$ cat src/rtl/i2cCfgPkg.sv
package i2cCfgPkg;

  typedef enum logic [2:0] {
    ST_IDLE,
    ST_ADDR,
    ST_PTR,
    ST_WDATA,
    ST_RDATA,
    ST_SKIP
  } busState_t;

  typedef struct packed {
    logic shiftIn;
    logic loadPtr;
    logic writeReg;
    logic incPtr;
    logic loadTx;
    logic shiftTx;
  } dpStrobe_t;

endpackage

$ cat src/rtl/i2cCfgSync.sv
module i2cCfgSync #(
  parameter int WIDTH  = 2,
  parameter int STAGES = 2
) (
  input  logic             clk,
  input  logic             rstN,
  input  logic [WIDTH-1:0] asyncIn,
  output logic [WIDTH-1:0] syncOut
);

  logic [WIDTH-1:0] stageQ [STAGES];

  always_ff @(posedge clk or negedge rstN) begin
    if (!rstN) begin
      for (int i = 0; i < STAGES; i++) stageQ[i] <= '1;
    end else begin
      stageQ[0] <= asyncIn;
      for (int i = 1; i < STAGES; i++) stageQ[i] <= stageQ[i-1];
    end
  end

  assign syncOut = stageQ[STAGES-1];

endmodule

$ cat src/rtl/i2cCfgCtrl.sv
module i2cCfgCtrl
  import i2cCfgPkg::*;
#(
  parameter logic [6:0] DEV_ADDR = 7'h5A
) (
  input  logic      clk,
  input  logic      rstN,
  input  logic      sclS,
  input  logic      sdaS,
  input  logic [7:0] rxByte,
  input  logic      txBit,
  output dpStrobe_t strobe,
  output logic      sdaPullLow
);

  localparam logic [3:0] ACK_SLOT = 4'd8;
  localparam logic [3:0] BYTE_END = 4'd9;

  busState_t state;
  logic [3:0] bitCnt;
  logic sclD, sdaD;
  logic ackDrive, txActive, masterAck;
  logic startSeen, stopSeen, sclRise, sclFall, active, addrHit;

  always_ff @(posedge clk or negedge rstN) begin
    if (!rstN) begin
      sclD <= 1'b1;
      sdaD <= 1'b1;
    end else begin
      sclD <= sclS;
      sdaD <= sdaS;
    end
  end

  assign startSeen = sclS & sclD & sdaD & ~sdaS;
  assign stopSeen  = sclS & sclD & ~sdaD & sdaS;
  assign sclRise   = sclS & ~sclD;
  assign sclFall   = ~sclS & sclD;
  assign active    = (state != ST_IDLE) && (state != ST_SKIP) && !startSeen && !stopSeen;
  assign addrHit   = (rxByte[7:1] == DEV_ADDR);

  always_comb begin
    strobe = '0;
    if (active) begin
      if (sclRise && bitCnt < ACK_SLOT) strobe.shiftIn = 1'b1;
      if (sclFall) begin
        if (bitCnt == ACK_SLOT) begin
          case (state)
            ST_PTR:   strobe.loadPtr = 1'b1;
            ST_WDATA: begin strobe.writeReg = 1'b1; strobe.incPtr = 1'b1; end
            ST_RDATA: strobe.incPtr = 1'b1;
            default:  ;
          endcase
        end else if (bitCnt == BYTE_END) begin
          if (state == ST_ADDR && rxByte[0]) strobe.loadTx = 1'b1;
          if (state == ST_RDATA && masterAck) strobe.loadTx = 1'b1;
        end else if (bitCnt != 4'd0 && state == ST_RDATA && txActive) begin
          strobe.shiftTx = 1'b1;
        end
      end
    end
  end

  always_ff @(posedge clk or negedge rstN) begin
    if (!rstN) begin
      state     <= ST_IDLE;
      bitCnt    <= '0;
      ackDrive  <= 1'b0;
      txActive  <= 1'b0;
      masterAck <= 1'b0;
    end else if (startSeen) begin
      state    <= ST_ADDR;
      bitCnt   <= '0;
      ackDrive <= 1'b0;
      txActive <= 1'b0;
    end else if (stopSeen) begin
      state    <= ST_IDLE;
      bitCnt   <= '0;
      ackDrive <= 1'b0;
      txActive <= 1'b0;
    end else if (active) begin
      if (sclRise) begin
        if (bitCnt < BYTE_END) bitCnt <= bitCnt + 4'd1;
        if (bitCnt == ACK_SLOT && state == ST_RDATA) masterAck <= ~sdaS;
      end
      if (sclFall) begin
        if (bitCnt == ACK_SLOT) begin
          case (state)
            ST_ADDR: begin
              if (addrHit) ackDrive <= 1'b1;
              else         state    <= ST_SKIP;
            end
            ST_PTR, ST_WDATA: ackDrive <= 1'b1;
            ST_RDATA:         txActive <= 1'b0;
            default: ;
          endcase
        end else if (bitCnt == BYTE_END) begin
          bitCnt   <= '0;
          ackDrive <= 1'b0;
          case (state)
            ST_ADDR: begin
              if (rxByte[0]) begin
                state    <= ST_RDATA;
                txActive <= 1'b1;
              end else begin
                state <= ST_PTR;
              end
            end
            ST_PTR: state <= ST_WDATA;
            ST_RDATA: begin
              if (masterAck) txActive <= 1'b1;
              else           state    <= ST_SKIP;
            end
            default: ;
          endcase
        end
      end
    end
  end

  assign sdaPullLow = ackDrive | (txActive & ~txBit);

  // a frame for another device leaves the line released
  a_r1_skip_released: assert property (@(posedge clk) disable iff (!rstN)
    (state == ST_SKIP && $past(state) == ST_SKIP && !$past(masterAck)) |-> !ackDrive && !txActive);

  // no pull with the bus idle
  a_r8_idle_released: assert property (@(posedge clk) disable iff (!rstN)
    (state == ST_IDLE) |-> !sdaPullLow);

  // the pull never moves while the synchronized clock stays high
  a_r9_sda_steady: assert property (@(posedge clk) disable iff (!rstN)
    (sclS && sclD) |=> (!sclS || $stable(sdaPullLow)));

  // data bits are only driven inside a read frame
  a_r4_tx_in_read: assert property (@(posedge clk) disable iff (!rstN)
    txActive |-> state == ST_RDATA);

endmodule

$ cat src/rtl/i2cCfgData.sv
module i2cCfgData
  import i2cCfgPkg::*;
#(
  parameter int NUM_REGS = 16
) (
  input  logic                  clk,
  input  logic                  rstN,
  input  dpStrobe_t             strobe,
  input  logic                  sdaS,
  output logic [7:0]            rxByte,
  output logic                  txBit,
  output logic [NUM_REGS*8-1:0] cfgRegs
);

  localparam int PTR_W = (NUM_REGS > 1) ? $clog2(NUM_REGS) : 1;
  localparam logic [PTR_W-1:0] LAST = PTR_W'(NUM_REGS - 1);

  logic [7:0]       regFile [NUM_REGS];
  logic [PTR_W-1:0] ptr;
  logic [7:0]       shiftReg, txReg;

  always_ff @(posedge clk or negedge rstN) begin
    if (!rstN) begin
      shiftReg <= '0;
      txReg    <= '0;
      ptr      <= '0;
    end else begin
      if (strobe.shiftIn) shiftReg <= {shiftReg[6:0], sdaS};
      if (strobe.loadPtr) ptr <= shiftReg[PTR_W-1:0];
      else if (strobe.incPtr) ptr <= (ptr == LAST) ? '0 : ptr + 1'b1;
      if (strobe.loadTx) txReg <= regFile[ptr];
      else if (strobe.shiftTx) txReg <= {txReg[6:0], 1'b0};
    end
  end

  always_ff @(posedge clk or negedge rstN) begin
    if (!rstN) begin
      for (int i = 0; i < NUM_REGS; i++) regFile[i] <= '0;
    end else if (strobe.writeReg) begin
      regFile[ptr] <= shiftReg;
    end
  end

  for (genvar g = 0; g < NUM_REGS; g++) begin : g_flat
    assign cfgRegs[g*8 +: 8] = regFile[g];
  end

  assign rxByte = shiftReg;
  assign txBit  = txReg[7];

  // the pointer wraps to zero past the top register
  a_r3_ptr_wrap: assert property (@(posedge clk) disable iff (!rstN)
    (strobe.incPtr && !strobe.loadPtr && ptr == LAST) |=> ptr == '0);

  // the pointer steps by one below the top
  a_r2_ptr_step: assert property (@(posedge clk) disable iff (!rstN)
    (strobe.incPtr && !strobe.loadPtr && ptr != LAST) |=> ptr == $past(ptr) + 1'b1);

  // the bank changes only on a committed byte
  a_r7_bank_hold: assert property (@(posedge clk) disable iff (!rstN)
    !strobe.writeReg |=> $stable(cfgRegs));

endmodule

$ cat src/rtl/i2cCfgSlave.sv
module i2cCfgSlave
  import i2cCfgPkg::*;
#(
  parameter int         NUM_REGS = 16,
  parameter logic [6:0] DEV_ADDR = 7'h5A
) (
  input  logic                  clk,
  input  logic                  rstN,
  input  logic                  sclIn,
  input  logic                  sdaIn,
  output logic                  sdaPullLow,
  output logic [NUM_REGS*8-1:0] cfgRegs
);

  logic [1:0] busS;
  logic [7:0] rxByte;
  logic       txBit;
  dpStrobe_t  strobe;

  i2cCfgSync #(.WIDTH(2), .STAGES(2)) u_sync (
    .clk     (clk),
    .rstN    (rstN),
    .asyncIn ({sclIn, sdaIn}),
    .syncOut (busS)
  );

  i2cCfgCtrl #(.DEV_ADDR(DEV_ADDR)) u_ctrl (
    .clk        (clk),
    .rstN       (rstN),
    .sclS       (busS[1]),
    .sdaS       (busS[0]),
    .rxByte     (rxByte),
    .txBit      (txBit),
    .strobe     (strobe),
    .sdaPullLow (sdaPullLow)
  );

  i2cCfgData #(.NUM_REGS(NUM_REGS)) u_data (
    .clk     (clk),
    .rstN    (rstN),
    .strobe  (strobe),
    .sdaS    (busS[0]),
    .rxByte  (rxByte),
    .txBit   (txBit),
    .cfgRegs (cfgRegs)
  );

endmodule

$ cat config.mk
export PLATFORM = sky130hd
export DESIGN_NAME = i2cCfgSlave
export DESIGN_NICKNAME = d
export VERILOG_FILES = /design/src/rtl/i2cCfgPkg.sv /design/src/rtl/i2cCfgSync.sv /design/src/rtl/i2cCfgCtrl.sv /design/src/rtl/i2cCfgData.sv /design/src/rtl/i2cCfgSlave.sv
export SDC_FILE = /design/constraint.sdc
export NUM_CORES = 1
export LEC_CHECK = 0
export BUFFER_PORTS_ARGS = -buffer_cell sky130_fd_sc_hd__buf_2
export CORE_ASPECT_RATIO = 1.75
export CORE_MARGIN = 2
export CORE_UTILIZATION = 55
export CTS_CLUSTER_SIZE = 40
export DETAILED_ROUTE_END_ITERATION = 10
export GPL_TIMING_DRIVEN = 0
export PLACE_DENSITY_LB_ADDON = 0.2
export SKIP_LAST_GASP = 1
export SLEW_MARGIN = 40
export SYNTH_ARGS = -nofsm -noshare
export SYNTH_HDL_FRONTEND = slang
export SYNTH_HIERARCHICAL = 1
export SYNTH_SLANG_ARGS = --single-unit
export TNS_END_PERCENT = 10
$ cat constraint.sdc
create_clock -name clk -period 4.1 [get_ports clk]
set_clock_uncertainty 0.1 [all_clocks]
set_input_delay 0.615 -clock clk [delete_from_list [all_inputs] [get_ports clk]]
set_output_delay 0.615 -clock clk [all_outputs]
set_load 0.02 [all_outputs]
; Word-level counts from Yosys, hierarchy flattened
; Index checks and enable logic that the tools add are counted.
[classes]
n_reduce_logical = 25
magnitude_cmp = 4
mux = 61
bitwise_logic = 17
n_eq_ne = 19
add_sub_neg = 2
[op_table]
columns = operator, n
row1 = $bwmux 128, 1
row2 = $mux 4, 11
row3 = $mux 8, 5
row4 = $mux 3, 11
row5 = $bmux 8 s4, 1
row6 = $demux 8 s4, 1
row7 = $mux 1, 25
row8 = $reduce_and 7->1, 2
row9 = $eq 4x4->1 const B, 3
row10 = $ne 4x2->1 const B, 3
row11 = $logic_and 1x1->1, 10
row12 = $ne 5x1->1 const B, 2
row13 = $ne 5x3->1 const B, 2
row14 = $reduce_and 5->1, 2
row15 = $pmux 3 s3, 1
row16 = $reduce_bool 3->1, 3
row17 = $add 4x1->4 const B, 2
row18 = $and 1x1->1, 8
row19 = $lt 4x4->1 const B, 2
row20 = $reduce_bool 4->1, 2
row21 = $eq 7x7->1 const B, 1
row22 = $not 1->1, 7
row23 = $eq 3x2->1 const B, 2
row24 = $mux 6, 1
row25 = 16 further kinds, 20
[totals]
out_inout_bits = 129
word_cells = 156
input_bits = 4
reg_bits = 164

; Logic depth before layout (Yosys ltp)
; Gate-level depths: netlist (run 1).
[depth]
word_depth = 10
ltp_mapped = 10
mapped_depth_nobuf = 8

; By module
; The synthesis (run 1) kept the hierarchy.
[modules_own_cells]
columns = mod, cells_each, area_each_um2, n_inst, seq_area_each_um2
row1 = i2cCfgData, 440, 6981.7, 1, 3703.6
row2 = i2cCfgCtrl, 103, 893.4, 1, 302.8
row3 = i2cCfgSync, 6, 120.1, 1, 105.1

; Worst setup path after synthesis (run 1)
; No wires, ideal clock.
[synth_path]
path_type = flip-flop to flip-flop
startpoint = reg u_ctrl.bitCnt[0]
endpoint = reg u_data.regFile, in the netlist u_data/cfgRegs[0]
n_path_buf = 3
path_slack_ns = 1.695
required_time_ns = 3.872
setup_time_ns = 0.128
period_less_slack_ns = 2.405
arrival_time_ns = 2.177
path_stages_with_launch = 11
path_cell_list = dfrtp_1 -> inv_1 -> ha_1 -> and3b_1 -> buf_2 -> nand3_1 -> nor2_1 -> buf_2 -> and3_1 -> buf_2 -> mux2_1
[synth_lines]
columns = item, line
row1 = start: declaration, i2cCfgCtrl.sv:20  ; logic [3:0] bitCnt;
row2 = start signal: assignment, i2cCfgCtrl.sv:83  ; if (bitCnt < BYTE_END) bitCnt <= bitCnt + 4'd1;
row3 = end signal: indexed assignment, i2cCfgData.sv:40  ; regFile[ptr] <= shiftReg;
row4 = end: declaration, i2cCfgData.sv:18  ; logic [7:0] regFile [NUM_REGS];

==> results of run 1 <==
==> synth_stat cells, drive strengths merged (2+ instances only) <==
cell type | n | area (um^2)
xor2 | 2 | 17.5
ha | 7 | 87.6
and3 | 4 | 25.0
mux2 | 136 | 1530
nand2 | 13 | 56.3
dfstp | 6 | 158
nor2b | 12 | 92.6
mux4 | 32 | 736
a221oi | 8 | 120
a21oi | 8 | 40.0
dfrtp | 158 | 3950
and3b | 2 | 17.5
nor3 | 3 | 15.0
nand3 | 12 | 75.1
o21ai | 11 | 55.1
o22ai | 10 | 113
nand2b | 5 | 31.3
nor2 | 13 | 48.8
and2b | 2 | 15.0
a211oi | 8 | 60.1
buf | 27 | 200
o21ba | 2 | 20.0
mux2i | 9 | 90.1
a22oi | 2 | 15.0
clkbuf | 16 | 60.1
xnor2 | 2 | 17.5
nand4 | 5 | 88.8
nand4b | 4 | 50.1
inv | 10 | 37.5
==> registers in the layout, indices dropped and copies added, names as in the netlist <==
name,count
u_data/cfgRegs,128
u_data/rxByte,8
u_data/txReg,8
u_ctrl/bitCnt,4
u_data/ptr,4
u_ctrl/state,3
u_sync/stageQ,2
u_sync/syncOut,2
u_ctrl/ackDrive,1
u_ctrl/masterAck,1
u_ctrl/sclD,1
u_ctrl/sdaD,1
u_ctrl/txActive,1
==> power groups by stage <==
stage | logic [uW] | clock network [uW] | registers [uW]
floorplan | 234 | 0 | 1750
CTS | 412 | 1660 | 1760
detailed placement | 410 | 0 | 1790
global placement | 381 | 0 | 1780
finish | 409 | 1640 | 1760
global route | 451 | 1750 | 1770
==> routing by layer <==
metal	wire length (um)	track usage	up-vias	part of all wire
met2	11500	0.501	141	0.56
li1	-	-	2352	-
met1	7530	0.326	2795	0.36
met3	810	0.0577	40	0.039
met5	0	0	-	0
met4	791	0.123	0	0.038
==> logic make-up after synthesis <==
group / Yosys count / share of synthesized area
muxes: 177 / 0.295
DFF: 164 / 0.514
and+or+nand+nor: 81 / 0.0704
AOI/OAI and AO/OA: 62 / 0.0675
buffers and inverters: 54 / 0.0377
adders and majority gates: 7 / 0.0110
xor gates and xnor gates: 4 / 0.00438
==> final cells by class <==
type                       count  area share
clock buffer                  19      0.0453
inverter                      11     0.00432
multi-input combinational    331       0.375
tap                          180      0.0236
buffer                        43      0.0272
timing repair buffer         134      0.0759
sequential                   164       0.430
clock inverter                13      0.0179
==> through the flow <==
stage	util	setup WS [ps]	setup TNS, ps	hold WS, ps	cell area (um^2)
6_report	0.668	1140	0	1.41	9560
5_1_grt	0.668	988	0	18.5	9560
4_1_cts	0.668	1200	0	18.3	9550
3_5_place_dp	0.626	1210	0	251	8950
3_3_place_gp	0.621	-12.2	-459	250	8880
2_1_floorplan	-	1690	0	219	8000
==> worst max-delay path by stage <==
stage | slack (ps) | to | start | cells past startpoint
after detailed placement | 1210 | u_data/cfgRegs[15] | u_ctrl/bitCnt[1] | 10
final | 1140 | u_data/cfgRegs[106] | u_ctrl/bitCnt[1] | 9
after CTS | 1200 | u_data/cfgRegs[15] | u_ctrl/bitCnt[1] | 10
after global placement | -10 | u_data/cfgRegs[86] | rstN | 1
after floorplan | 1690 | u_data/cfgRegs[0] | u_ctrl/bitCnt[0] | 10
after global routing | 990 | u_data/cfgRegs[6] | u_ctrl/bitCnt[1] | 10
==> worst reg2reg max path, stage by stage, from the launching register on <==
cell	delay [ps]
sky130_fd_sc_hd__dfrtp_1	420
sky130_fd_sc_hd__inv_1	110
sky130_fd_sc_hd__ha_1	260
sky130_fd_sc_hd__and3b_1	180
sky130_fd_sc_hd__buf_2	170
sky130_fd_sc_hd__nand3_1	130
sky130_fd_sc_hd__nor2_1	240
sky130_fd_sc_hd__buf_2	350
sky130_fd_sc_hd__nand4_2	410
sky130_fd_sc_hd__mux2_1	470
==> metrics.txt, run 1 <==
# TYPE chip_impl_metric gauge
chip_impl_metric{name="worst_ep_required_time",unit="ps"} 4290
chip_impl_info{name="path_cells",value="inv_1 > ha_1 > and3b_1 > buf_2 > nand3_1 > nor2_1 > buf_2 > nand4_2 > mux2_1"} 1
chip_impl_metric{name="vias",unit=""} 5328
chip_impl_metric{name="die_width",unit="um"} 95.1
chip_impl_metric{name="first_global_vias",unit=""} 5567
chip_impl_metric{name="synthArstFlopShare",unit=""} 1.00
chip_impl_metric{name="clock_latency",unit="ps"} 420
chip_impl_metric{name="postCtsSetupRepairBufs",unit=""} 0
chip_impl_metric{name="postSynthNetCount",unit=""} 560
chip_impl_metric{name="timing.critical_path.slowest_cell_delay",unit="ps"} 470
chip_impl_metric{name="synth.distinct_cells",unit=""} 66
chip_impl_metric{name="floorplan.io_pins",unit=""} 133
chip_impl_info{name="r2r_start",value="u_ctrl/bitCnt[1]"} 1
chip_impl_metric{name="clock_power_share",unit=""} 0.431
chip_impl_metric{name="seqCellArea",unit="um^2"} 4110
chip_impl_metric{name="power.density_cell_area",unit="nW/um^2"} 399
chip_impl_metric{name="reg2reg_depth",unit=""} 9
chip_impl_metric{name="post_cts_hold_buffer_count",unit=""} 0
chip_impl_metric{name="grt_overflow",unit=""} 0
chip_impl_info{name="cts_tree",value="done"} 1
chip_impl_metric{name="dr.pass1.iters",unit=""} 4
chip_impl_metric{name="n_fill_cell",unit=""} 1027
chip_impl_metric{name="clock-sinks",unit=""} 164
chip_impl_metric{name="maxCapViolCount",unit=""} 0
chip_impl_metric{name="fp.coreArea",unit="um^2"} 14300
chip_impl_info{name="crit_path_frequent_cell",value="sky130_fd_sc_hd__buf_2"} 1
chip_impl_info{name="crit_family",value="simple AND/OR/NAND/NOR gates"} 1
chip_impl_metric{name="instances_no_fill",unit=""} 895
chip_impl_metric{name="number_of_synthesized_flops_with_an_enable_pin",unit=""} 0
chip_impl_metric{name="grt_antenna_before_repair",unit=""} 0
chip_impl_metric{name="numPlacedInstances",unit=""} 863
chip_impl_info{name="critical_path.startpoint_type",value="flip-flop"} 1
chip_impl_metric{name="crit_buf_inv",unit=""} 3
chip_impl_metric{name="ys_seq_area_frac",unit=""} 0.514
chip_impl_metric{name="ff2ff_setup_slack",unit="ps"} 1140
chip_impl_metric{name="row_count",unit=""} 58
chip_impl_metric{name="crit_path_max_fanout",unit=""} 10
chip_impl_metric{name="cts-buffers-inserted",unit=""} 17
chip_impl_metric{name="min_period",unit="ps"} 2960
chip_impl_metric{name="slew_at_the_pin_closest_to_its_max_slew_limit",unit="ps"} 712
chip_impl_metric{name="antennaDiodeCount",unit=""} 0
chip_impl_info{name="status",value="completed"} 1
chip_impl_metric{name="clk_pin_slew",unit="ps"} 70
chip_impl_info{name="worst-setup-path-type",value="flip-flop to flip-flop"} 1
chip_impl_metric{name="route.antenna.remaining_nets",unit=""} 0
chip_impl_metric{name="post-route-drc-count",unit=""} 0
chip_impl_metric{name="power_leakage",unit="uW"} 0.00513
chip_impl_metric{name="cts_resized",unit=""} 0
chip_impl_metric{name="multi_input_area",unit="um^2"} 3590
chip_impl_metric{name="die_y",unit="um"} 163
chip_impl_metric{name="avgSynthCellArea",unit="um^2"} 14.6
chip_impl_info{name="cp-end-kind",value="flip-flop"} 1
chip_impl_metric{name="routabilityCongestion",unit=""} 0.882
chip_impl_metric{name="synthCells",unit=""} 549
chip_impl_metric{name="globalRouteTotalUtil",unit=""} 0.283
chip_impl_metric{name="initialDrtViolationCount",unit=""} 254
chip_impl_metric{name="design.final.nets",unit=""} 713
chip_impl_metric{name="level_count_of_the_clock_h_tree",unit=""} 4
chip_impl_metric{name="crit_arrival",unit="ps"} 3160
chip_impl_metric{name="dieArea",unit="um^2"} 15600
chip_impl_metric{name="timing.slew.headroom",unit=""} 0.518
chip_impl_metric{name="dp.final_hpwl",unit="mm"} 15.0
chip_impl_metric{name="power_switching_share",unit=""} 0.275
chip_impl_metric{name="hold_violation_total_from_the_final_report",unit=""} 0
chip_impl_info{name="yosys_most_used_dff",value="sky130_fd_sc_hd__dfrtp_1"} 1
chip_impl_metric{name="cts_buffer_depth",unit=""} 2
chip_impl_metric{name="fmaxAchievable",unit="MHz"} 338
chip_impl_metric{name="initial_utilization",unit=""} 0.559
chip_impl_metric{name="fin_total_pwr",unit="uW"} 3810
chip_impl_metric{name="setup-violations-final",unit=""} 0
chip_impl_metric{name="power.internal",unit="uW"} 2760
chip_impl_metric{name="route.final.wire_length",unit="mm"} 20.7
chip_impl_metric{name="ys_seq_elements",unit=""} 164
chip_impl_info{name="mostFrequentLayoutCells",value="sky130_fd_sc_hd__dfrtp_1 (158), sky130_fd_sc_hd__buf_2 (143), sky130_fd_sc_hd__mux2_1 (132)"} 1
chip_impl_info{name="timing.rr.end",value="u_data/cfgRegs[106]"} 1
chip_impl_metric{name="synth_to_final_area_change",unit="%"} 19.5
chip_impl_metric{name="synth-warning-count",unit=""} 6
chip_impl_metric{name="grt_first_pass_wirelength",unit="mm"} 32.2
chip_impl_info{name="clk_root_buffer_cell",value="sky130_fd_sc_hd__clkbuf_16"} 1
chip_impl_info{name="crit_slowest_cell",value="sky130_fd_sc_hd__mux2_1"} 1
chip_impl_metric{name="vias_per_cell",unit=""} 5.95
chip_impl_metric{name="irDropWorstVdd",unit="mV"} 0.279
chip_impl_metric{name="switchingPower",unit="uW"} 1050
chip_impl_metric{name="post_synth_instance_area",unit="um^2"} 8000
chip_impl_info{name="mostFrequentLayoutCell",value="sky130_fd_sc_hd__dfrtp_1"} 1
chip_impl_info{name="hold_crit_class",value="input port to asynchronous set/reset pin"} 1
chip_impl_metric{name="grt_max_degree",unit=""} 62
chip_impl_metric{name="io_buffers",unit=""} 132
chip_impl_info{name="grt_setup_unrepaired",value="no"} 1
chip_impl_metric{name="fin_crit_sh",unit=""} 0.722
chip_impl_metric{name="final_layout_size_suffix_gt1_frac",unit=""} 0.372
chip_impl_metric{name="power_frac_comb",unit=""} 0.107
chip_impl_metric{name="seq_power_share",unit=""} 0.462
chip_impl_metric{name="wire_per_inst",unit="um"} 23.1
chip_impl_metric{name="drv_slew",unit=""} 0
(Power assumes the default switching activity.)
==> run 2: changes to the inputs <==
--- a/config.mk
+++ b/config.mk
@@ -5,6 +5,7 @@
 export SDC_FILE = /design/constraint.sdc
 export NUM_CORES = 1
 export LEC_CHECK = 0
+export ABC_AREA = 1
 export BUFFER_PORTS_ARGS = -buffer_cell sky130_fd_sc_hd__buf_2
 export CORE_ASPECT_RATIO = 1.75
 export CORE_MARGIN = 2
==> constraint.sdc (replaced) <==
create_clock -name clk -period 3 [get_ports clk]
set_clock_uncertainty 0.1 [all_clocks]
set_input_delay 0.45 -clock clk [delete_from_list [all_inputs] [get_ports clk]]
set_output_delay 0.45 -clock clk [all_outputs]
set_load 0.02 [all_outputs]
==> metrics.txt, run 2 <==
# TYPE chip_impl_metric gauge
chip_impl_info{name="combinational_family_with_the_most_area_after_synthesis",value="simple AND/OR/NAND/NOR gates"} 1
chip_impl_metric{name="die_y",unit="um"} 168
chip_impl_metric{name="clock_latency",unit="ps"} 430
chip_impl_metric{name="vias_per_cell",unit=""} 5.30
chip_impl_metric{name="level_count_of_the_clock_h_tree",unit=""} 4
chip_impl_info{name="timing.rr.end",value="u_data/cfgRegs[2]"} 1
chip_impl_info{name="cp-end-kind",value="flip-flop"} 1
chip_impl_metric{name="postSynthNetCount",unit=""} 1133
chip_impl_info{name="synthMostInstantiatedCell",value="sky130_fd_sc_hd__nand2_1"} 1
chip_impl_metric{name="ff2ff_setup_slack",unit="ps"} 230
chip_impl_metric{name="ys_seq_elements",unit=""} 164
chip_impl_info{name="mostFrequentLayoutCell",value="sky130_fd_sc_hd__nand2_1"} 1
chip_impl_metric{name="maxCapViolCount",unit=""} 0
chip_impl_metric{name="reg2reg_depth",unit=""} 12
chip_impl_metric{name="fmaxAchievable",unit="MHz"} 361
chip_impl_metric{name="worstHoldPathCells",unit=""} 1
chip_impl_metric{name="avgSynthCellArea",unit="um^2"} 7.52
chip_impl_metric{name="post_synth_instance_area",unit="um^2"} 8440
chip_impl_metric{name="worst_ep_required_time",unit="ps"} 3220
chip_impl_metric{name="die_width",unit="um"} 97.6
chip_impl_metric{name="io_buffers",unit=""} 132
chip_impl_metric{name="crit_path_max_fanout",unit=""} 10
chip_impl_metric{name="fp.coreArea",unit="um^2"} 14900
chip_impl_metric{name="clk_pin_slew",unit="ps"} 70
chip_impl_metric{name="row_count",unit=""} 59
chip_impl_metric{name="min_period",unit="ps"} 2770
chip_impl_metric{name="hold_violation_total_from_the_final_report",unit=""} 0
chip_impl_info{name="crit_path_start",value="u_sync/syncOut[0]"} 1
chip_impl_metric{name="initialDrtViolationCount",unit=""} 561
chip_impl_metric{name="wire_per_inst",unit="um"} 16.8
chip_impl_metric{name="timing.slew.headroom",unit=""} 0.509
chip_impl_metric{name="route.antenna.remaining_nets",unit=""} 0
chip_impl_metric{name="ys_seq_area_frac",unit=""} 0.487
chip_impl_metric{name="synth_to_final_area_change",unit="%"} 18.7
chip_impl_metric{name="cts_buffer_depth",unit=""} 2
chip_impl_info{name="netlist_top_cells_area",value="sky130_fd_sc_hd__dfrtp_1 (47%), sky130_fd_sc_hd__nand2_1 (19%), sky130_fd_sc_hd__inv_1 (7.5%)"} 1
chip_impl_metric{name="fin_total_pwr",unit="uW"} 7060
chip_impl_metric{name="synth-xor-area-share",unit=""} 0.00311
chip_impl_metric{name="n_fill_cell",unit=""} 1346
chip_impl_info{name="mostFrequentLayoutCells",value="sky130_fd_sc_hd__nand2_1 (431), sky130_fd_sc_hd__inv_1 (168), sky130_fd_sc_hd__dfrtp_1 (158)"} 1
chip_impl_metric{name="fin_crit_sh",unit=""} 0.924
chip_impl_metric{name="floorplan.io_pins",unit=""} 133
chip_impl_metric{name="setup-violations-final",unit=""} 0
chip_impl_metric{name="clock-sinks",unit=""} 164
chip_impl_metric{name="final_layout_size_suffix_gt1_frac",unit=""} 0.192
chip_impl_metric{name="slew_at_the_pin_closest_to_its_max_slew_limit",unit="ps"} 737
chip_impl_metric{name="first_global_vias",unit=""} 7588
chip_impl_metric{name="grt_overflow",unit=""} 0
chip_impl_metric{name="route.final.wire_length",unit="mm"} 24.8
chip_impl_metric{name="post_synth_simple_gate_area",unit=""} 0.270
chip_impl_metric{name="synth_compound_gate_area_share",unit=""} 0.112
chip_impl_metric{name="initial_utilization",unit=""} 0.566
chip_impl_metric{name="number_of_synthesized_flops_with_an_enable_pin",unit=""} 0
chip_impl_metric{name="dr.pass1.iters",unit=""} 5
chip_impl_info{name="critical_path.startpoint_type",value="flip-flop"} 1
chip_impl_metric{name="antennaDiodeCount",unit=""} 0
chip_impl_metric{name="synth-warning-count",unit=""} 6
chip_impl_metric{name="post_synth_mux_area_share",unit=""} 0
chip_impl_info{name="cts_tree",value="done"} 1
chip_impl_metric{name="vias",unit=""} 7806
chip_impl_metric{name="dp.final_hpwl",unit="mm"} 18.5
chip_impl_metric{name="globalRouteTotalUtil",unit=""} 0.308
chip_impl_metric{name="crit_arrival",unit="ps"} 2990
chip_impl_metric{name="holdWs",unit="ps"} 25.4
chip_impl_metric{name="synth_adder_area_share",unit=""} 0.0104
chip_impl_info{name="status",value="completed"} 1
chip_impl_info{name="r2r_start",value="u_sync/syncOut[0]"} 1
chip_impl_metric{name="cts-buffers-inserted",unit=""} 17
chip_impl_metric{name="postCtsSetupRepairBufs",unit=""} 0
chip_impl_info{name="post-synth-top-area-cell",value="sky130_fd_sc_hd__dfrtp_1"} 1
chip_impl_metric{name="grt_first_pass_wirelength",unit="mm"} 39.4
chip_impl_info{name="clk_root_buffer_cell",value="sky130_fd_sc_hd__clkbuf_16"} 1
chip_impl_metric{name="grt_antenna_before_repair",unit=""} 0
chip_impl_info{name="grt_setup_unrepaired",value="no"} 1
chip_impl_info{name="worst-setup-path-type",value="flip-flop to flip-flop"} 1
chip_impl_info{name="yosys_most_used_dff",value="sky130_fd_sc_hd__dfrtp_1"} 1
chip_impl_metric{name="power.density_cell_area",unit="nW/um^2"} 704
chip_impl_metric{name="power_leakage",unit="uW"} 0.00547
chip_impl_info{name="crit_path_end",value="u_data/cfgRegs[2]"} 1
chip_impl_metric{name="synthCells",unit=""} 1122
chip_impl_metric{name="setup_tns",unit="ps"} 0
chip_impl_info{name="hold_crit_class",value="input port to flip-flop"} 1
chip_impl_metric{name="largest_register_ff_count",unit=""} 128
chip_impl_metric{name="synth.distinct_cells",unit=""} 33
chip_impl_metric{name="synthArstFlopShare",unit=""} 1.00
chip_impl_metric{name="design.final.nets",unit=""} 1287
chip_impl_metric{name="dieArea",unit="um^2"} 16400
chip_impl_info{name="synth_common_cells",value="sky130_fd_sc_hd__nand2_1 (431), sky130_fd_sc_hd__inv_1 (168), sky130_fd_sc_hd__dfrtp_1 (158)"} 1
chip_impl_metric{name="routabilityCongestion",unit=""} 0.922
chip_impl_metric{name="irDropWorstVdd",unit="mV"} 0.448
chip_impl_metric{name="drv_slew",unit=""} 0
chip_impl_metric{name="post-route-drc-count",unit=""} 0
chip_impl_metric{name="synth_top_area_share",unit=""} 0.468
chip_impl_metric{name="grt_max_degree",unit=""} 76
==> run 2: changes by cell type after synthesis, sizes merged, moves of 9 or more <==
cell / delta
nand2: +427
inv: +160
o21ai: +141
mux2: -136
nand3: +66
mux4: -32
nor2: +15
buf: +14
nor2b: -12
mux2i: -9
==> run 2: layout make-up <==
cell class,count,area (um^2),area share
flip-flops and latches,164,4110,0.410
multi-input cells,732,3340,0.333
repair buffers,135,736,0.0734
inverters,172,646,0.0644
clock buffers,19,453,0.0452
plain buffers,54,347,0.0346
well taps,183,229,0.0228
clock inverters,13,159,0.0159
==> run 2: critical path, stage by stage, from the launching register on <==
cell                      delay, ps
sky130_fd_sc_hd__dfstp_2        520
sky130_fd_sc_hd__buf_4          150
sky130_fd_sc_hd__nor2_1          60
sky130_fd_sc_hd__nand2_1         90
sky130_fd_sc_hd__nand2_1        110
sky130_fd_sc_hd__nor2_1         220
sky130_fd_sc_hd__nand2_1        110
sky130_fd_sc_hd__nor3_2         310
sky130_fd_sc_hd__nand2_1        200
sky130_fd_sc_hd__inv_1          290
sky130_fd_sc_hd__nand2_4        120
sky130_fd_sc_hd__buf_2          190
sky130_fd_sc_hd__o21ai_0        210
==> run 2: worst min path at each step <==
stage,from,endpoint,slack (ps)
2_1_floorplan,rstN,u_ctrl/ackDrive,50
3_3_place_gp,u_sync/stageQ[3],u_sync/syncOut[1],250
3_5_place_dp,rstN,u_data/cfgRegs[117],210
4_1_cts,sclIn,u_sync/stageQ[3],10
5_1_grt,sdaIn,u_sync/stageQ[2],4
6_report,sclIn,u_sync/stageQ[3],30
==> run 2: per-stage QoR <==
stage	setup WS (ps)	std cells	cell area, um^2	util
final	229	1472	10000	0.672
after global routing	14.8	1472	10000	0.672
after CTS	54.2	1472	10000	0.672
after detailed placement	82.4	1439	9400	0.630
after global placement	-1130	1437	9330	0.626
after floorplan	713	1122	8440	-
==> run 2: kinds of logic after synthesis <==
family	Yosys count
flops	164
simple gates	552
buf+inv	226
fa+ha+maj	7
compound gates	170
xor+xnor	3
==> run 2: repair_timing <==
item | 4_1_cts | 5_1_grt
hold buffers | 1 | 0
endpoints found under the hold margin | 22 | 0
gates resized for setup | 0 | 1
endpoints found under the setup margin | 0 | 96
==> run 2: where the power goes <==
group	total [uW]	leakage, uW	switching, uW	internal (uW)
clock network	2290	0.000296	988	1300
registers	2530	0.00226	202	2330
logic	2240	0.00291	1610	630
total	7060	0.00547	2800	4260
==> run 2: per-layer routing <==
| metal | wire [um] | vias to the layer above | track usage |
|---|---|---|---|
| met1 | 9250 | 3666 | 0.345 |
| met3 | 1250 | 66 | 0.0527 |
| met2 | 13100 | 292 | 0.554 |
| met4 | 1200 | 0 | 0.163 |
| li1 | - | 3782 | - |
| met5 | 0 | - | 0 |
==> run 3: changes to the inputs <==
--- a/config.mk
+++ b/config.mk
@@ -12,8 +12,8 @@
 export CORE_UTILIZATION = 55
 export CTS_CLUSTER_SIZE = 40
 export DETAILED_ROUTE_END_ITERATION = 10
-export GPL_TIMING_DRIVEN = 0
-export PLACE_DENSITY_LB_ADDON = 0.2
+export PLACE_DENSITY = 0.78
+export REMOVE_ABC_BUFFERS = 1
 export SKIP_LAST_GASP = 1
 export SLEW_MARGIN = 40
 export SYNTH_ARGS = -nofsm -noshare
==> metrics.txt, run 3 (synthesized netlist as in run 2, its figures left out) <==
# TYPE chip_impl_metric gauge
chip_impl_metric{name="worst_ep_required_time",unit="ps"} 3180
chip_impl_info{name="mostFrequentLayoutCells",value="sky130_fd_sc_hd__nand2_1 (431), sky130_fd_sc_hd__inv_1 (168), sky130_fd_sc_hd__dfrtp_1 (157)"} 1
chip_impl_metric{name="fp.coreArea",unit="um^2"} 14900
chip_impl_info{name="critical_path.startpoint_type",value="flip-flop"} 1
chip_impl_metric{name="cts_buffer_depth",unit=""} 2
chip_impl_info{name="path_cells",value="nor2_1 > nand2_1 > nand2_1 > nor2_1 > nand2_1 > nor3_2 > nand2_1 > inv_1 > nand2_1 > nand2_1 > o21ai_0"} 1
chip_impl_metric{name="initialDrtViolationCount",unit=""} 634
chip_impl_metric{name="postCtsSetupRepairBufs",unit=""} 0
chip_impl_metric{name="die_width",unit="um"} 97.6
chip_impl_metric{name="grt_antenna_before_repair",unit=""} 0
chip_impl_metric{name="io_buffers",unit=""} 132
chip_impl_metric{name="initial_utilization",unit=""} 0.566
chip_impl_metric{name="crit_arrival",unit="ps"} 2780
chip_impl_metric{name="final_critical_path_setup_slack",unit="ps"} 400
chip_impl_metric{name="power.density_cell_area",unit="nW/um^2"} 683
chip_impl_metric{name="crit_path_max_fanout",unit=""} 16
chip_impl_metric{name="multi_input_area",unit="um^2"} 3340
chip_impl_metric{name="timing.slew.headroom",unit=""} 0.516
chip_impl_metric{name="grt_overflow",unit=""} 0
chip_impl_metric{name="row_count",unit=""} 59
chip_impl_metric{name="dr.pass1.iters",unit=""} 5
chip_impl_info{name="worst-setup-path-type",value="flip-flop to flip-flop"} 1
chip_impl_metric{name="wire_per_inst",unit="um"} 16.5
chip_impl_metric{name="route.final.wire_length",unit="mm"} 23.6
chip_impl_info{name="clk_root_buffer_cell",value="sky130_fd_sc_hd__clkbuf_16"} 1
chip_impl_metric{name="numPlacedInstances",unit=""} 1398
chip_impl_metric{name="holdWs",unit="ps"} 29.4
chip_impl_metric{name="vias",unit=""} 7637
chip_impl_metric{name="power_leakage",unit="uW"} 0.00528
chip_impl_metric{name="level_count_of_the_clock_h_tree",unit=""} 4
chip_impl_metric{name="min_period",unit="ps"} 2600
chip_impl_metric{name="n_fill_cell",unit=""} 1364
chip_impl_metric{name="synth_to_final_area_change",unit="%"} 14.6
chip_impl_info{name="mostFrequentLayoutCell",value="sky130_fd_sc_hd__nand2_1"} 1
chip_impl_metric{name="drv_slew",unit=""} 0
chip_impl_metric{name="timing.critical_path.slowest_cell_delay",unit="ps"} 570
chip_impl_metric{name="seqCellArea",unit="um^2"} 4110
chip_impl_metric{name="dieArea",unit="um^2"} 16400
chip_impl_metric{name="clock_latency",unit="ps"} 420
chip_impl_info{name="crit_slowest_cell",value="sky130_fd_sc_hd__dfstp_2"} 1
chip_impl_metric{name="crit_buf_inv",unit=""} 1
chip_impl_metric{name="clock-sinks",unit=""} 164
chip_impl_metric{name="hold_violation_total_from_the_final_report",unit=""} 0
chip_impl_metric{name="instances_no_fill",unit=""} 1430
chip_impl_metric{name="antennaDiodeCount",unit=""} 0
chip_impl_metric{name="grt_first_pass_wirelength",unit="mm"} 37.8
chip_impl_metric{name="fmaxAchievable",unit="MHz"} 385
chip_impl_metric{name="globalRouteTotalUtil",unit=""} 0.293
chip_impl_info{name="crit_family",value="simple AND/OR/NAND/NOR gates"} 1
chip_impl_metric{name="maxCapViolCount",unit=""} 0
chip_impl_metric{name="routabilityCongestion",unit=""} 0.914
chip_impl_info{name="cts_tree",value="done"} 1
chip_impl_metric{name="post-route-drc-count",unit=""} 0
chip_impl_metric{name="largest_register_ff_count",unit=""} 128
chip_impl_metric{name="vias_per_cell",unit=""} 5.34
chip_impl_info{name="grt_setup_unrepaired",value="no"} 1
chip_impl_metric{name="route.antenna.remaining_nets",unit=""} 0
chip_impl_metric{name="grt_max_degree",unit=""} 60
chip_impl_info{name="hold_crit_class",value="input port to flip-flop"} 1
chip_impl_metric{name="cts-buffers-inserted",unit=""} 17
chip_impl_metric{name="dp.final_hpwl",unit="mm"} 16.5
chip_impl_metric{name="setup-violations-final",unit=""} 0
chip_impl_info{name="cp-end-kind",value="flip-flop"} 1
chip_impl_info{name="crit_path_frequent_cell",value="sky130_fd_sc_hd__nand2_1"} 1
chip_impl_metric{name="final_layout_size_suffix_gt1_frac",unit=""} 0.178
chip_impl_metric{name="clk_pin_slew",unit="ps"} 70
chip_impl_metric{name="floorplan.io_pins",unit=""} 133
chip_impl_metric{name="first_global_vias",unit=""} 7522
chip_impl_info{name="status",value="completed"} 1
chip_impl_metric{name="slew_at_the_pin_closest_to_its_max_slew_limit",unit="ps"} 725
chip_impl_metric{name="irDropWorstVdd",unit="mV"} 0.396
chip_impl_metric{name="detailedPlace.worstSlack",unit="ps"} 309
chip_impl_metric{name="design.final.nets",unit=""} 1246
chip_impl_metric{name="die_y",unit="um"} 168
chip_impl_metric{name="fin_crit_sh",unit=""} 0.867
## run 3: path summary, 6_finish.rpt
path | cells past startpoint | from | slack [ps] | to
worst max-delay path | 11 | u_sync/syncOut[0] | 400 | u_data/cfgRegs[49]
worst max register to register | 11 | u_sync/syncOut[0] | 400 | u_data/cfgRegs[49]
min in group asynchronous | 2 | rstN | 420 | u_data/cfgRegs[119]
max in group asynchronous | 3 | rstN | 1550 | u_data/cfgRegs[95]
worst min-delay path | 1 | sdaIn | 30 | u_sync/stageQ[2]
worst min register to register | 0 | u_sync/stageQ[3] | 260 | u_sync/syncOut[1]
## run 3: timing repair
action / 4_1_cts / 5_1_grt
endpoints found under the setup margin: 0 / 11
hold buffers: 1 / 0
endpoints found under the hold margin: 38 / 0
resized for setup: 0 / 1
## run 3: final cells by class
| cell class | instances | area share |
|---|---|---|
| multi-input cells | 732 | 0.346 |
| flip-flops and latches | 164 | 0.425 |
| well taps | 183 | 0.0237 |
| clock buffers | 18 | 0.0454 |
| inverters | 172 | 0.0668 |
| repair buffers | 148 | 0.0829 |
| clock inverters | 13 | 0.0102 |
## run 3: routing by layer
metal | vias to the layer above | track usage | part of all wire | wire (um)
met5 | - | 0 | 0 | 0
met4 | 0 | 0.153 | 0.048 | 1120
met3 | 68 | 0.0399 | 0.050 | 1170
met2 | 270 | 0.534 | 0.54 | 12700
met1 | 3613 | 0.330 | 0.36 | 8600
li1 | 3686 | - | - | -
## run 3: power breakdown
group	leakage (uW)	internal, uW	total (uW)	switching (uW)
clock network	0.000260	1090	2000	915
registers	0.00226	2330	2530	197
logic	0.00276	540	2070	1530
total	0.00528	3960	6600	2650
## run 3: through the flow
step / power, uW / setup TNS (ps) / utilization / instance area [um^2]
6_report: 6600 / 0 / 0.648 / 9670
5_1_grt: 6980 / 0 / 0.648 / 9670
4_1_cts: 6600 / 0 / 0.648 / 9660
3_5_place_dp: 4590 / 0 / 0.611 / 9120
3_3_place_gp: 4570 / 0 / 0.611 / 9120
2_1_floorplan: 3830 / -8280 / - / 8090
## run 3: worst register-to-register path, stage by stage, from the launching register on
cell and delay, ps:
sky130_fd_sc_hd__dfstp_2 570, sky130_fd_sc_hd__nor2_1 60, sky130_fd_sc_hd__nand2_1 90, sky130_fd_sc_hd__nand2_1 100, sky130_fd_sc_hd__nor2_1 200, sky130_fd_sc_hd__nand2_1 110
sky130_fd_sc_hd__nor3_2 280, sky130_fd_sc_hd__nand2_1 180, sky130_fd_sc_hd__inv_1 140, sky130_fd_sc_hd__nand2_1 340, sky130_fd_sc_hd__nand2_1 190, sky130_fd_sc_hd__o21ai_0 100
